File: config.mk
export PLATFORM = sky130hd
export DESIGN_NAME = rac_desc_bank
export DESIGN_NICKNAME = d
export VERILOG_FILES = /design/src/rtl/rac_pkg.sv /design/src/rtl/rac_desc_bank.sv
export SDC_FILE = /design/constraint.sdc
export NUM_CORES = 1
export LEC_CHECK = 0
export ABC_AREA = 1
export BUFFER_PORTS_ARGS = -buffer_cell sky130_fd_sc_hd__buf_2
export CAP_MARGIN = 10
export CORE_MARGIN = 8
export CORE_UTILIZATION = 42
export CTS_CLUSTER_DIAMETER = 120
export CTS_CLUSTER_SIZE = 30
export DETAILED_ROUTE_END_ITERATION = 6
export PLACE_DENSITY = 0.68
export SLEW_MARGIN = 30
export SYNTH_ARGS = -nofsm -noshare
export SYNTH_HDL_FRONTEND = slang
export SYNTH_SLANG_ARGS = --single-unit
File: constraint.sdc
create_clock -name clk -period 1.7 [get_ports clk]
set_clock_uncertainty 0.15 [all_clocks]
set_input_delay 0.17 -clock clk [delete_from_list [all_inputs] [get_ports clk]]
set_output_delay 0.17 -clock clk [all_outputs]
set_load 0.02 [all_outputs]
File: src/rtl/rac_pkg.sv
package rac_pkg;
    localparam int POL_W         = 3;
    localparam int DOMS_PER_WORD = 8;
    localparam int WORD_W        = 32;
    localparam int PAGE_BITS     = 12;
    localparam int LOCK_BIT      = 28;
    localparam int VALID_BIT     = 31;
    localparam int POL_FIELD_W   = POL_W * DOMS_PER_WORD;

    typedef enum logic [1:0] {
        GV_OFF   = 2'd0,
        GV_ARMED = 2'd1,
        GV_ON    = 2'd2
    } gv_state_e;

    typedef enum logic [1:0] {
        W_START  = 2'd0,
        W_END    = 2'd1,
        W_POL_LO = 2'd2,
        W_POL_HI = 2'd3
    } word_sel_e;

    function automatic logic pol_grants(input logic [POL_W-1:0] pol, input logic is_write);
        logic ok;
        unique case (pol)
            3'd0:    ok = 1'b0;
            3'd1:    ok = !is_write;
            3'd2:    ok = is_write;
            default: ok = 1'b1;
        endcase
        return ok;
    endfunction
endpackage

File: src/rtl/rac_desc_bank.sv
module rac_desc_bank
    import rac_pkg::*;
#(
    parameter int NUM_REGIONS = 4,
    parameter int ADDR_W      = 32,
    localparam int RIDX_W     = (NUM_REGIONS > 1) ? $clog2(NUM_REGIONS) : 1
) (
    input  logic                   clk,
    input  logic                   rst_n,
    input  logic                   wr_en,
    input  logic [RIDX_W-1:0]      wr_region,
    input  logic [1:0]             wr_word,
    input  logic [WORD_W-1:0]      wr_data,
    output logic [ADDR_W-1:0]      start_q  [NUM_REGIONS],
    output logic [ADDR_W-1:0]      end_q    [NUM_REGIONS],
    output logic [POL_FIELD_W-1:0] pol_lo_q [NUM_REGIONS],
    output logic [POL_FIELD_W-1:0] pol_hi_q [NUM_REGIONS],
    output logic [NUM_REGIONS-1:0] valid_q,
    output logic [NUM_REGIONS-1:0] lock_q
);
    localparam logic [ADDR_W-1:0] PAGE_MASK = ADDR_W'((1 << PAGE_BITS) - 1);

    for (genvar r = 0; r < NUM_REGIONS; r++) begin : g_desc
        logic hit_w;
        assign hit_w = wr_en && (wr_region == RIDX_W'(r)) && !lock_q[r];

        always_ff @(posedge clk or negedge rst_n) begin
            if (!rst_n) begin
                start_q[r]  <= '0;
                end_q[r]    <= '1;
                pol_lo_q[r] <= '0;
                pol_hi_q[r] <= '0;
                valid_q[r]  <= 1'b0;
                lock_q[r]   <= 1'b0;
            end else if (hit_w) begin
                unique case (word_sel_e'(wr_word))
                    W_START:  start_q[r]  <= wr_data[ADDR_W-1:0] & ~PAGE_MASK;
                    W_END:    end_q[r]    <= wr_data[ADDR_W-1:0] | PAGE_MASK;
                    W_POL_LO: pol_lo_q[r] <= wr_data[POL_FIELD_W-1:0];
                    W_POL_HI: begin
                        pol_hi_q[r] <= wr_data[POL_FIELD_W-1:0];
                        valid_q[r]  <= wr_data[VALID_BIT];
                        lock_q[r]   <= wr_data[LOCK_BIT];
                    end
                    default: ;
                endcase
            end
        end
    end
endmodule

==> results.md <==
- Outcome: finished, final reports clean
- Final layout net count: 2126
- Initial antenna violation count: 0
- # diodes: 0
- Clock slew at reported path FFs: 0.12 ns
- Final setup fails: 0
- Peak VDD IR: 0.643 mV
- Number of enable flip-flop cells after synthesis: 0
- Die width: 208 µm
- Post-synth top flop: dfrtp_1
- Reg2Reg Depth: 5
- Avg Cell Area, Syn: 8.85 µm²
- Die ar.: 0.0431 mm²
- Post-route clock period utilization: 94.3%
- Register area share after synthesis: 59.1%
- Post-CTS setup buffers: 0
- Gr usage total: 24.3%
- Critical path fanouts, max: 24
- Most common cell in the synthesized netlist: nand2_1
- Worst slew margin: 55.1%
- Htree depth: 1
- Crit. End Element: register
- End-of-flow core utilization: 50.8%
- Final RePlAce weighted congestion: 0.818
- Die Y: 208 µm
- Final hold violation count: 0
- Vias post-DR: 13442
- Max-cap viol count: 0
- Skew-Pair Late Insertion Delay: 0.52 ns
- CTS root buf: clkbuf_16
- CP endpoint: pol_lo_q[7]
- CTS tree: built
- Final WL: 54100 µm
- Post-route setup slack: 0.0963 ns
- CTS sink count: 360
- Lkg Pwr: 11.0 nW
- CTS max path bufs: 3
- Top cell type by total area after synthesis: dfrtp_1
- Pre-antenna DRT Iters: 6
- Synthesis-stage register bit count: 360
- CTS buffer count: 15
- Worst Tran Pin Value: 0.673 ns
- Pre-CTS setup slack: -0.0281 ns
- Worst Path Required: 1.96 ns
- Crit Path Class: input pin to register
- R2r endpoint: pol_lo_q[41]
- Reg-to-reg startpoint: lock_q[2]
- Core area: 0.0363 mm²
- Pwr/cell area: 765 mW/mm²
- Crit path from: wr_word[0]
- Post-route ant nets: 0
- Port buffer count: 398
- Sequential cell area: 0.00911 mm²
- # rows: 70
- DR WL/cell: 21.1 µm
- Register-to-register setup slack: 0.15 ns
- Post-synth cell types: 17
- Vias in the first global route: 13369
- CP Launch Type: input pin
- Share of the synthesized area in the top cell type: 45.5%
- Crit path DAT: 1.87 ns
- Final Critical Period: 1.60 ns
- Synth Cell Area: 0.0154 mm²
- Placed Instances: 2504
- Power Total: 14.1 mW
- Largest net degree at the start of global routing: 73
- Top cells by area, synth: dfrtp_1, nand2_1, dfstp_2
- Layout cells sized above 1: 27.4%
- GR Overflow Total: 0
- Gate Count Post-Synth: 1740
- Detailed Route Iter0 Violations: 1038
- FFs w/ async S/R, synth: 100%
- Slew Viols, Final: 0
- First-pass GRT wire length: 83300 µm
- I/O pins: 495
- Hold WC Path Type: input pin to register
- Most common library cells after synthesis: nand2_1, nand3_1, dfrtp_1
- Fill count: 3413
- Area taken by multi-input logic gates: 0.00519 mm²
- Yosys warnings: 0
- DRC: 0
- Area Growth Syn to Fin: 19.8%
- Final non-filler cell total: 2563
- RSZ-0062 raised after global routing: false
- Number of vias per cell: 5.24
- Hold Path Depth: 5
- Max Freq: 0.624 GHz
- Final HPWL DP: 36900 µm
- Initial core utilization: 42.4%
- Worst hold slack: 0.0163 ns
report_power, final:
group | total [mW] | internal (mW) | switching, mW
combinational | 1.10 | 0.202 | 0.897
sequential | 8.61 | 8.59 | 0.0125
clock | 4.41 | 1.70 | 2.71
total | 14.1 | 10.5 | 3.62
layer usage:
metal	vias to the layer above	share of wire (%)	GRT usage [%]
met5	-	0	0
met4	0	3.0	7.81
met3	82	8.5	6.11
met2	678	47	39.1
met1	6618	41	32.0
li1	6064	-	-
area by class of cell:
type / instances / share of cell area, %
timing repair buffer: 494 / 16.9
inverter: 11 / 0.237
clock buffer: 25 / 2.24
sequential: 360 / 49.4
tap: 468 / 3.17
multi-input combinational: 1205 / 28.1
worst max-delay path, cell delays in order:
cell and delay (ns):
dlygate4sd3_1 0.55, buf_2 0.19, nor2_4 0.38, nand3_1 0.20
buf_12 0.22, nand2_1 0.09, nand2_1 0.05
worst min path at each step:
stage           startpoint            to  slack, ns
3_5_place_dp         rst_n  pol_lo_q[21]      -0.04
4_1_cts         wr_word[1]  pol_lo_q[26]     0.0005
2_1_floorplan        rst_n     lock_q[0]      -0.28
3_3_place_gp         rst_n  pol_lo_q[21]      -0.05
6_report        wr_word[1]  pol_lo_q[26]       0.02
5_1_grt        wr_data[23]     end_q[87]       0.02
sequential cells by signal, indices dropped and copies added (netlist names):
register  cells
end_q        80
start_q      80
valid_q       4
pol_lo_q     96
pol_hi_q     96
lock_q        4
what timing repair did:
action                                  in CTS  in global routing
hold buffers                                34                  0
gates resized for setup                      0                  1
endpoints found under the setup margin       0                 35
endpoints found under the hold margin      505                  0
cells in the final DEF, fill, tap and decap left out:
cell type	instances
dlygate4sd3_1	34
conb_1	96
clkbuf_1	10
nand4_1	90
nor2_4	8
nor2_2	2
nor2_1	1
dfstp_2	80
inv_2	4
nand2_1	722
buf_2	397
buf_12	24
clkbuf_16	15
buf_8	1
nand3_2	4
buf_4	37
nand3_1	282
inv_1	5
buf_6	1
clkinv_2	2
dfrtp_1	280
logic make-up after synthesis:
logic type             share of synthesized area (%)
and+or+nand+nor                                 31.1
buffers and inverters                           9.71
other                                         0.0487
DFF                                             59.1
stage by stage:
| step | setup TNS (ns) | area, µm² |
|---|---|---|
| after detailed placement | -0.283 | 17700 |
| final | 0 | 18500 |
| after global placement | 0 | 17700 |
| after global routing | 0 | 18500 |
| after floorplan | 0 | 15800 |
| after CTS | 0 | 18500 |
(Power assumes the default switching activity.)
